### src/rtl/rrs_pkg.sv
package rrs_pkg;
    typedef enum logic [1:0] {
        ST_FAULT   = 2'd0,
        ST_STRETCH = 2'd1,
        ST_RUN     = 2'd2
    } sup_state_t;
endpackage

### src/rtl/rrs_sync.sv
module rrs_sync #(
    parameter int WIDTH  = 4,
    parameter int STAGES = 2
) (
    input  logic             clk,
    input  logic             rst_n,
    input  logic [WIDTH-1:0] d_i,
    output logic [WIDTH-1:0] q_o
);
    logic [WIDTH-1:0] stage_q [STAGES];

    generate
        for (genvar s = 0; s < STAGES; s++) begin : g_stage
            always_ff @(posedge clk or negedge rst_n) begin
                if (!rst_n) begin
                    stage_q[s] <= '0;
                end else if (s == 0) begin
                    stage_q[s] <= d_i;
                end else begin
                    stage_q[s] <= stage_q[(s == 0) ? 0 : s-1];
                end
            end
        end
    endgenerate

    assign q_o = stage_q[STAGES-1];
endmodule

### src/rtl/rrs_hold_timer.sv
module rrs_hold_timer #(
    parameter int unsigned HOLD_00 = 16,
    parameter int unsigned HOLD_01 = 64,
    parameter int unsigned HOLD_10 = 256,
    parameter int unsigned HOLD_11 = 1024
) (
    input  logic       clk,
    input  logic       rst_n,
    input  logic [1:0] sel_i,
    input  logic       load_i,
    input  logic       dec_i,
    output logic       last_o,
    output logic       zero_o
);
    localparam int unsigned MAX_A = (HOLD_00 > HOLD_01) ? HOLD_00 : HOLD_01;
    localparam int unsigned MAX_B = (HOLD_10 > HOLD_11) ? HOLD_10 : HOLD_11;
    localparam int unsigned MAX_H = (MAX_A > MAX_B) ? MAX_A : MAX_B;
    localparam int          CW    = $clog2(MAX_H + 1);

    logic [CW-1:0] reload;
    logic [CW-1:0] cnt_q;

    always_comb begin
        unique case (sel_i)
            2'b00:   reload = CW'(HOLD_00);
            2'b01:   reload = CW'(HOLD_01);
            2'b10:   reload = CW'(HOLD_10);
            default: reload = CW'(HOLD_11);
        endcase
    end

    always_ff @(posedge clk or negedge rst_n) begin
        if (!rst_n) begin
            cnt_q <= '0;
        end else if (load_i) begin
            cnt_q <= reload;
        end else if (dec_i && cnt_q != '0) begin
            cnt_q <= cnt_q - 1'b1;
        end
    end

    assign last_o = (cnt_q == CW'(1));
    assign zero_o = (cnt_q == '0);


    load_nonzero_chk: assert property (@(posedge clk) disable iff (!rst_n)
        load_i |=> !zero_o);
endmodule

### src/rtl/rrs_main_fsm.sv
module rrs_main_fsm
    import rrs_pkg::*;
(
    input  logic clk,
    input  logic rst_n,
    input  logic fault_i,
    input  logic cnt_last_i,
    input  logic cnt_zero_i,
    output logic load_o,
    output logic dec_o,
    output logic main_rst_o
);
    sup_state_t state_q, state_d;

    always_comb begin
        state_d = state_q;
        unique case (state_q)
            ST_FAULT:   if (!fault_i) state_d = ST_STRETCH;
            ST_STRETCH: if (fault_i) state_d = ST_FAULT;
                        else if (cnt_last_i) state_d = ST_RUN;
            ST_RUN:     if (fault_i) state_d = ST_FAULT;
            default:    state_d = ST_FAULT;
        endcase
    end

    always_ff @(posedge clk or negedge rst_n) begin
        if (!rst_n) state_q <= ST_FAULT;
        else        state_q <= state_d;
    end

    always_comb begin
        load_o     = 1'b0;
        dec_o      = 1'b0;
        main_rst_o = 1'b1;
        unique case (state_q)
            ST_FAULT:   load_o = 1'b1;
            ST_STRETCH: dec_o = 1'b1;
            ST_RUN:     main_rst_o = 1'b0;
            default:    load_o = 1'b1;
        endcase
    end


    fault_asserts_chk: assert property (@(posedge clk) disable iff (!rst_n)
        fault_i |=> main_rst_o);


    release_at_zero_chk: assert property (@(posedge clk) disable iff (!rst_n)
        (state_q == ST_RUN && $past(state_q) == ST_STRETCH) |-> cnt_zero_i);
endmodule

### src/rtl/rail_reset_sequencer.sv
module rail_reset_sequencer #(
    parameter int unsigned HOLD_00 = 16,
    parameter int unsigned HOLD_01 = 64,
    parameter int unsigned HOLD_10 = 256,
    parameter int unsigned HOLD_11 = 1024
) (
    input  logic       clk,
    input  logic       rst_n,
    input  logic       main_ok_i,
    input  logic       aux1_ok_i,
    input  logic       aux2_ok_i,
    input  logic       man_rst_i,
    input  logic [1:0] hold_sel_i,
    output logic       main_rst_o,
    output logic       aux1_rst_o,
    output logic       aux2_rst_o
);
    localparam int NSYNC = 4;

    logic [NSYNC-1:0] raw_bus, sync_bus;
    logic main_ok_s, aux1_s, aux2_s, man_s;
    logic fault, load, dec, cnt_last, cnt_zero;

    assign raw_bus = {man_rst_i, aux2_ok_i, aux1_ok_i, main_ok_i};

    rrs_sync #(.WIDTH(NSYNC), .STAGES(2)) u_sync (
        .clk   (clk),
        .rst_n (rst_n),
        .d_i   (raw_bus),
        .q_o   (sync_bus)
    );

    assign {man_s, aux2_s, aux1_s, main_ok_s} = sync_bus;
    assign fault = !main_ok_s || man_s;

    rrs_hold_timer #(
        .HOLD_00(HOLD_00), .HOLD_01(HOLD_01),
        .HOLD_10(HOLD_10), .HOLD_11(HOLD_11)
    ) u_timer (
        .clk    (clk),
        .rst_n  (rst_n),
        .sel_i  (hold_sel_i),
        .load_i (load),
        .dec_i  (dec),
        .last_o (cnt_last),
        .zero_o (cnt_zero)
    );

    rrs_main_fsm u_fsm (
        .clk        (clk),
        .rst_n      (rst_n),
        .fault_i    (fault),
        .cnt_last_i (cnt_last),
        .cnt_zero_i (cnt_zero),
        .load_o     (load),
        .dec_o      (dec),
        .main_rst_o (main_rst_o)
    );

    assign aux1_rst_o = aux1_s;
    assign aux2_rst_o = aux2_s;


    no_release_in_manual_chk: assert property (@(posedge clk) disable iff (!rst_n)
        $fell(main_rst_o) |-> !$past(man_s));


    aux1_rise_chk: assert property (@(posedge clk) disable iff (!rst_n)
        $rose(aux1_rst_o) |-> $past(aux1_ok_i, 2));


    aux2_fall_chk: assert property (@(posedge clk) disable iff (!rst_n)
        $fell(aux2_rst_o) |-> !$past(aux2_ok_i, 2));
endmodule

### config.mk
export PLATFORM = sky130hd
export DESIGN_NAME = rail_reset_sequencer
export DESIGN_NICKNAME = d
export VERILOG_FILES = /design/src/rtl/rrs_pkg.sv /design/src/rtl/rrs_sync.sv /design/src/rtl/rrs_hold_timer.sv /design/src/rtl/rrs_main_fsm.sv /design/src/rtl/rail_reset_sequencer.sv
export SDC_FILE = /design/constraint.sdc
export NUM_CORES = 1
export LEC_CHECK = 0
export BUFFER_PORTS_ARGS = -buffer_cell sky130_fd_sc_hd__buf_2
export CORE_MARGIN = 1
export CORE_UTILIZATION = 54
export CTS_CLUSTER_DIAMETER = 120
export DETAILED_ROUTE_END_ITERATION = 8
export HOLD_SLACK_MARGIN = 0.05
export PLACE_DENSITY = 0.8
export SETUP_SLACK_MARGIN = 0.4
export SLEW_MARGIN = 5
export SYNTH_ARGS = -nofsm -noshare
export SYNTH_HDL_FRONTEND = slang
export SYNTH_SLANG_ARGS = --single-unit
### constraint.sdc
create_clock -name clk -period 2 [get_ports clk]
set_clock_uncertainty 0.1 [all_clocks]
set_input_delay 0.3 -clock clk [delete_from_list [all_inputs] [get_ports clk]]
set_output_delay 0.3 -clock clk [all_outputs]
set_load 0.02 [all_outputs]
After elaboration in Yosys (flattened, before gate mapping)
Index checks and enable logic that the tools add are counted.

Output and inout bits: 3. Bits of input ports: 8. Logic and storage cells: 32. Flip-flop bits (word level): 21.

Eq/ne operators: 9. Reduce and logical (&&, ||, !) cells: 8. Add/sub/neg operators: 1. Multiplexer cells: 10.

Operators with widths (count): case mux 11 bit (3 select lines) (1); two-way mux 11 bit (2); == test 11 x 1 -> 1 bit (second input constant) (1); nonzero test 11 bit (1); subtractor 11 x 1 -> 11 bit (second input constant) (1); two-way mux 2 bit (4); case mux 2 bit (3 select lines) (1); == test 2 x 1 -> 1 bit (second input constant) (2); == test 2 bit (second input constant) (2); zero test 2 bit (2); != test 2 x 1 -> 1 bit (second input constant) (2); != test 3 x 2 -> 1 bit (second input constant) (1); AND reduction 3 bit (1); two-way mux 1 bit (2); != test 2 bit (second input constant) (1); OR reduction 2 bit (1); logical AND 1 bit (1); zero test 1 bit (1); logical OR 1 bit (1).

Logic depth before layout (Yosys ltp)
Gate-level depths: netlist (run 1).

Depth after elaboration: 5. Gate-level depth with buffers: 6. Gate-level depth less buffers: 6.

Hierarchy
A second synthesis (run 1) with hierarchy kept.

Cells, all modules: 101. Area total of the unflattened synthesis: 1141.1 um^2.

By module, submodules not included: rrs_hold_timer (seq. area each 275.3 um^2, area each 732.0 um^2, cells each 70, times used 1); rrs_sync (seq. area each 200.2 um^2, area each 230.2 um^2, cells each 12, times used 1); rrs_main_fsm (seq. area each 50.0 um^2, area each 172.7 um^2, cells each 18, times used 1); rail_reset_sequencer (seq. area each 0.0 um^2, area each 6.3 um^2, cells each 1, times used 1).

Least setup slack after synthesis (run 1)
Ideal clock, no wire load.

Kind: register -> register. Start point: reg u_timer.cnt_q[0]. End point: reg u_timer.cnt_q[4]. Path buffers: 0. Period minus slack after synthesis: 1.698 ns. Data arrival time: 1.518 ns. Slack: 0.302 ns. Cell stages (with the launch flop): 6. Data required time: 1.820 ns. Library setup time: 0.080 ns. Cell sequence: dfrtp_1 inv_1 ha_1 or3b_1 or3b_1 o211ai_2.

Longest elaborated chain between the ends: 3. Elaborated cells between the ends (all ways): 6. Classes of those cells: add/sub: 1; eq/ne: 1; mux: 2; reduce/logical: 2.

RTL lines: from (decl) (line rrs_hold_timer.sv:21) `logic [CW-1:0] cnt_q;`; from (signal assigned) (line rrs_hold_timer.sv:36) `cnt_q <= reload;`; from (signal assigned) (line rrs_hold_timer.sv:38) `cnt_q <= cnt_q - 1'b1;`; subtractor 11 x 1 -> 11 bit or nonzero test 11 bit (tied branches) (line rrs_hold_timer.sv:38, rrs_hold_timer.sv:37); two-way mux 11 bit or logical AND 1 bit (tied branches) (line rrs_hold_timer.sv:37) `end else if (dec_i && cnt_q != '0) begin`; two-way mux 11 bit or != test 2 x 1 -> 1 bit (tied branches).

Several ways; a longest one is shown, not always the timed one. The select of a mux whose other input is x is not followed. A chain may end at the register's enable or synchronous reset.

Final worst setup path (run 1)
Same ends and word-level chain as after synthesis.

==> flow_metrics.env, run 1 <==
export IMPL_wl_um=2700
export IMPL_overflow=0
export IMPL_grt_max_degree=22
export IMPL_tightestPinTransition_ps=469
export IMPL_worstSkewPairLatency_ps=320
export IMPL_async_flop_share=1.00
export IMPL_nNetsFinal=154
export IMPL_yosys_area_share_simple=0.260
export IMPL_finalCriticalPeriod_ps=1710
export IMPL_vdd_ir_drop_worst_uv=817
export IMPL_hold_violations=0
export IMPL_wire_per_inst_um=16.2
export IMPL_cp_max_fo=3
export IMPL_instances_no_fill=167
export IMPL_drtIter0Drc=24
export IMPL_r2r_worst_path_cells=5
export IMPL_yosysSeqAreaShare=0.468
export IMPL_firstDrtPassIters=4
export IMPL_coreArea_um2=1960
export IMPL_post_drt_via_cell_ratio=5.76
export IMPL_io_buffers=10
export IMPL_ys_flop_type="dfrtp_1"
export IMPL_synth_warnings=0
export IMPL_area_delta_synth_final_pct=29.1
export IMPL_path_class="register to register"
export IMPL_cts_sinks=21
export IMPL_synth_distinct_cells=37
export IMPL_rsz0062_at_grt="true"
export IMPL_worstPathArrival_ps=1870
export IMPL_switching_share=0.434
export IMPL_syn_area_per_cell_um2=10.0
export IMPL_route_detailed_drc=0
export IMPL_reg2reg_to="u_timer.cnt_q[4]"
export IMPL_drive_gt1_frac=0.321
export IMPL_vias=962
export IMPL_cp_required_ps=2160
export IMPL_seqCellArea_um2=527
export IMPL_synth_area_um2=1120
export IMPL_chipHeight_um=47.6
export IMPL_gp_congestion=0.844
export IMPL_cts_tree="yes"
export IMPL_leakage_nw=0.614
export IMPL_synthXorXnorAreaFrac=0
export IMPL_rrSetupSlack_ps=290
export IMPL_synth_net_count=125
export IMPL_synth_top_family_by_area="simple AND/OR/NAND/NOR gates"
export IMPL_cts_root_buf="clkbuf_4"
export IMPL_crit_chain="inv_2, ha_4, or3b_4, or3b_1, o211ai_2"
export IMPL_start_util=0.572
export IMPL_synth_cells=112
export IMPL_status="completed"
export IMPL_grt_total_usage=0.269
export IMPL_power_density_nw_per_um2=1410
export IMPL_fillers=161
export IMPL_yosys_area_top_type="dfrtp_1"
export IMPL_final_util=0.739
export IMPL_rows=16
export IMPL_max_stage_delay_ps=410
export IMPL_rr_startpoint="u_timer.cnt_q[0]"
export IMPL_finalSetupViolations=0
export IMPL_hpwl_um=1640
export IMPL_synth_enable_flop_cells=0
export IMPL_synthTopCellsByArea="dfrtp_1 47%, ha_1 5.6%, o21ai_0 3.6%, nand2_1 3.0%, nand4b_1 2.3%"
export IMPL_htreeDepth=1
export IMPL_fp_dieW_um=47.6
export IMPL_antenna_found_initial=0
export IMPL_maxCapViolations=0
export IMPL_grt_pass1_wl_um=4060
export IMPL_path_clk_slew_ps=130
export IMPL_p_comb_frac=0.554
export IMPL_slew_viol_final=0
export IMPL_crit_start="u_timer.cnt_q[0]"
export IMPL_cts_buffer_depth=2
export IMPL_num_io_pins=11
export IMPL_setup_tns_ps=0
export IMPL_multiInputGateArea_um2=637
export IMPL_endpoint="u_timer.cnt_q[4]"
export IMPL_p_int_w=0.00115
export IMPL_hold_path_class="input pin to register"
export IMPL_finalCritPeriodShare=0.856
export IMPL_hold_ws_ps=203
export IMPL_muxShareOfSynthArea=0.00892
export IMPL_synth_seq_cells=21
export IMPL_p_seq_frac=0.335
export IMPL_start_kind="register"
export IMPL_hp_start="hold_sel_i[0]"
export IMPL_antenna_cells=0
export IMPL_die_area_um2=2260
export IMPL_p_clk_frac=0.111
export IMPL_netSwitchingPower_w=0.000883
export IMPL_place_inst=149
export IMPL_worstSetupEndpointType="register"
export IMPL_synth_top_cell_area_share=0.468
export IMPL_cts_inserted_buffers=3
export IMPL_grt_pass1_vias=882
export IMPL_max_freq_ghz=0.584
export IMPL_yosys_area_share_adder=0.0557
export IMPL_cp_slowest_cell="dfrtp_1"
export IMPL_maxSlewHeadroom=0.687
export IMPL_postRouteAntennaNets=0
export IMPL_synth_compound_area_frac=0.181
==> stage by stage <==
step	cell area [µm²]	setup WS, ps	power [W]
6_report	1450	289	0.00204
5_1_grt	1450	201	0.00216
4_1_cts	1430	304	0.00195
3_5_place_dp	1220	176	0.00153
3_3_place_gp	1220	253	0.00148
2_1_floorplan	1130	314	0.00130
==> what timing repair did <==
item	CTS	global route
endpoints found under the setup margin	13	14
pin swaps	4	5
gates resized for setup	22	0
buffers inserted	6	3
hold endpoints to repair	25	0
hold buffers	5	0
==> routing by layer <==
metal  share of wire  up-vias  GRT usage
li1                -      469          -
met1            0.44      462      0.338
met2            0.52       26      0.471
met3           0.027        5     0.0340
met4           0.015        0      0.106
met5               0        -          0
==> power by group through the flow <==
stage	registers [W]	logic (W)	clock network [W]
finish	0.000682	0.00113	0.000226
global route	0.000695	0.00122	0.000243
CTS	0.000675	0.00105	0.000225
detailed placement	0.000682	0.000844	0
global placement	0.000676	0.000802	0
floorplan	0.000654	0.000645	0
==> state kept, by name (all words and copies together) (netlist names) <==
signal and flops:
u_sync.q_o 4, u_fsm.state_q 2, u_timer.cnt_q 11, u_sync.stage_q 4
==> cells in the mapped netlist (all sizes together), types with 2 or more instances <==
| cell type | instances |
|---|---|
| a211o | 2 |
| a21oi | 5 |
| a31oi | 3 |
| clkbuf | 3 |
| dfrtp | 21 |
| ha | 5 |
| inv | 5 |
| nand2 | 10 |
| nand2b | 4 |
| nand3 | 3 |
| nand3b | 3 |
| nand4 | 2 |
| nand4b | 3 |
| nor2 | 4 |
| nor2b | 4 |
| nor3 | 5 |
| o211ai | 3 |
| o21ai | 10 |
| o31ai | 2 |
| or3b | 2 |
==> worst min path at each step <==
stage | to | cells after the start | slack [ps]
3_3_place_gp | u_fsm.state_q[1] | 1 | 170
3_5_place_dp | u_fsm.state_q[1] | 1 | 180
5_1_grt | u_timer.cnt_q[6] | 3 | 240
4_1_cts | u_timer.cnt_q[6] | 3 | 210
2_1_floorplan | u_fsm.state_q[0] | 0 | -100
6_report | u_timer.cnt_q[6] | 3 | 200
==> placed cells by master (no fill, tap or decap), drive strengths merged, types with 4 or more instances in the layout <==
master | netlist | routed
buf | 0 | 22
nand2 | 10 | 10
a21oi | 5 | 5
nor2 | 4 | 4
ha | 5 | 5
dfrtp | 21 | 21
o21ai | 10 | 10
nor3 | 5 | 5
nand2b | 4 | 4
dlygate4sd3 | 0 | 5
nor2b | 4 | 4
inv | 5 | 5
==> final cells by class <==
cell class | instances | area share
clock buffer | 3 | 0.0155
clock inverter | 1 | 0.00518
inverter | 5 | 0.0147
multi-input combinational | 83 | 0.440
sequential | 21 | 0.364
tap | 27 | 0.0233
timing repair buffer | 27 | 0.138
==> worst max-delay path: cells and delay by family, from the launching register on <==
kind / cells / cell delay (ps)
fa+ha+maj: 1 / 140
compound gates: 1 / 140
simple gates: 2 / 770
buf+inv: 1 / 90
flops: 1 / 410
==> cells by family after synthesis <==
kind of cell,Yosys count
buffers and inverters,8
AO/OA/AOI/OAI,31
AND/OR/NAND/NOR,46
adder cells (fa/ha/maj),5
flip-flops,21
multiplexers,1
(Power assumes the default switching activity.)
==> inputs of run 2 (changes only) <==
Settings changed: REMOVE_ABC_BUFFERS from default to 1, SETUP_SLACK_MARGIN 0.4 to default.
==> flow_metrics.env, run 2 (same netlist as run 1, synthesis figures left out) <==
export IMPL_fp_dieW_um=47.6
export IMPL_hp_start="hold_sel_i[0]"
export IMPL_cts_sinks=21
export IMPL_whs_endpoint="u_timer.cnt_q[6]"
export IMPL_start_kind="register"
export IMPL_vias=919
export IMPL_grt_total_usage=0.221
export IMPL_grt_max_degree=22
export IMPL_max_freq_ghz=0.532
export IMPL_postRouteAntennaNets=0
export IMPL_chipHeight_um=47.6
export IMPL_cp_max_fo=10
export IMPL_setup_tns_ps=0
export IMPL_drive_gt1_frac=0.176
export IMPL_grt_pass1_vias=791
export IMPL_maxSlewHeadroom=0.688
export IMPL_hold_violations=0
export IMPL_rows=16
export IMPL_fillers=185
export IMPL_cp_required_ps=2090
export IMPL_status="completed"
export IMPL_p_total_w=0.00175
export IMPL_path_class="register to register"
export IMPL_maxCapViolations=0
export IMPL_firstDrtPassIters=4
export IMPL_io_buffers=10
export IMPL_die_area_um2=2260
export IMPL_antenna_cells=0
export IMPL_worstSetupEndpointType="register"
export IMPL_layout_commonest_cell="dfrtp_1"
export IMPL_finalCriticalPeriod_ps=1880
export IMPL_post_drt_via_cell_ratio=5.82
export IMPL_worstSkewPairLatency_ps=310
export IMPL_tightestPinTransition_ps=468
export IMPL_route_detailed_drc=0
export IMPL_overflow=0
export IMPL_cts_setup_buffers=0
export IMPL_cts_inserted_buffers=3
export IMPL_cts_root_buf="clkbuf_4"
export IMPL_place_inst=149
export IMPL_finalCritPeriodShare=0.939
export IMPL_cts_tree="yes"
export IMPL_hold_ws_ps=230
export IMPL_crit_chain="inv_1, ha_1, nor3b_2, nand4_1, nand2_2, o311ai_2"
export IMPL_vdd_ir_drop_worst_uv=847
export IMPL_r2r_worst_path_cells=6
export IMPL_worstPathArrival_ps=1970
export IMPL_num_io_pins=11
export IMPL_crit_family="simple AND/OR/NAND/NOR gates"
export IMPL_gp_congestion=0.854
export IMPL_htreeDepth=1
export IMPL_hpwl_um=1550
export IMPL_wl_um=2230
export IMPL_min_path_cells=3
export IMPL_antenna_found_initial=0
export IMPL_cts_buffer_depth=2
export IMPL_power_density_nw_per_um2=1340
export IMPL_crit_buf_inv=1
export IMPL_hold_path_class="input pin to register"
export IMPL_regMostFlops="u_timer.cnt_q"
export IMPL_coreArea_um2=1960
export IMPL_final_cell_mix="21 x dfrtp_1, 10 x buf_2, 9 x nand2_1, 8 x o21ai_0"
export IMPL_drtIter0Drc=37
export IMPL_max_stage_delay_ps=440
export IMPL_leakage_nw=0.566
export IMPL_largest_reg_flops=11
export IMPL_finalSetupViolations=0
export IMPL_instances_no_fill=158
export IMPL_path_clk_slew_ps=120
export IMPL_nNetsFinal=145
export IMPL_rr_startpoint="u_timer.cnt_q[0]"
export IMPL_wire_per_inst_um=14.1
export IMPL_reg2reg_to="u_timer.cnt_q[7]"
export IMPL_grt_pass1_wl_um=3430
export IMPL_slew_viol_final=0
export IMPL_start_util=0.572
export IMPL_area_delta_synth_final_pct=16.7
export IMPL_rrSetupSlack_ps=120
export IMPL_cp_slowest_cell="dfrtp_1"
-- run 2: what timing repair did --
action	4_1_cts	5_1_grt
gates resized for setup	0	2
hold endpoints to repair	25	0
endpoints found under the setup margin	0	10
hold buffers	5	0
-- run 2: how the worst max path moves through the flow --
stage / start / to / slack [ps] / cells after the start
after floorplan: u_timer.cnt_q[0] / u_timer.cnt_q[4] / 300 / 5
after global placement: u_timer.cnt_q[0] / u_timer.cnt_q[7] / 210 / 6
after detailed placement: u_timer.cnt_q[0] / u_timer.cnt_q[7] / 80 / 6
after CTS: u_timer.cnt_q[0] / u_timer.cnt_q[7] / 50 / 6
after global routing: u_timer.cnt_q[0] / u_timer.cnt_q[1] / -7 / 6
final: u_timer.cnt_q[0] / u_timer.cnt_q[7] / 120 / 6
-- run 2: final cells by class --
cell class / instances / area [µm²] / share of cell area
clock buffers: 3 / 22.5 / 0.0172
well taps: 27 / 33.8 / 0.0258
multi-input cells: 83 / 579 / 0.442
flip-flops and latches: 21 / 526 / 0.401
clock inverters: 1 / 7.51 / 0.00573
repair buffers: 18 / 123 / 0.0936
inverters: 5 / 18.8 / 0.0143
-- run 2: metal layers --
metal	wire length (µm)	track usage
met1	1050	0.294
met2	1070	0.340
met3	91	0.0566
met4	13	0.100
met5	0	0
-- run 2: worst min-delay path, cell delays in order --
cell and delay [ps]:
buf_2 110, a22oi_1 70, o21ai_1 120
-- run 2: through the flow --
step | cell area [µm²] | util | setup WS, ps
2_1_floorplan | 1110 | - | 302
3_3_place_gp | 1220 | 0.621 | 209
3_5_place_dp | 1220 | 0.621 | 76.3
4_1_cts | 1300 | 0.661 | 54.5
5_1_grt | 1310 | 0.668 | -6.70
6_report | 1310 | 0.668 | 121
-- run 2: where the power goes --
part	total, W	internal, W	switching (W)
clock network	0.000214	0.0000763	0.000138
logic	0.000861	0.000381	0.000480
registers	0.000676	0.000533	0.000143
total	0.00175	0.000990	0.000761
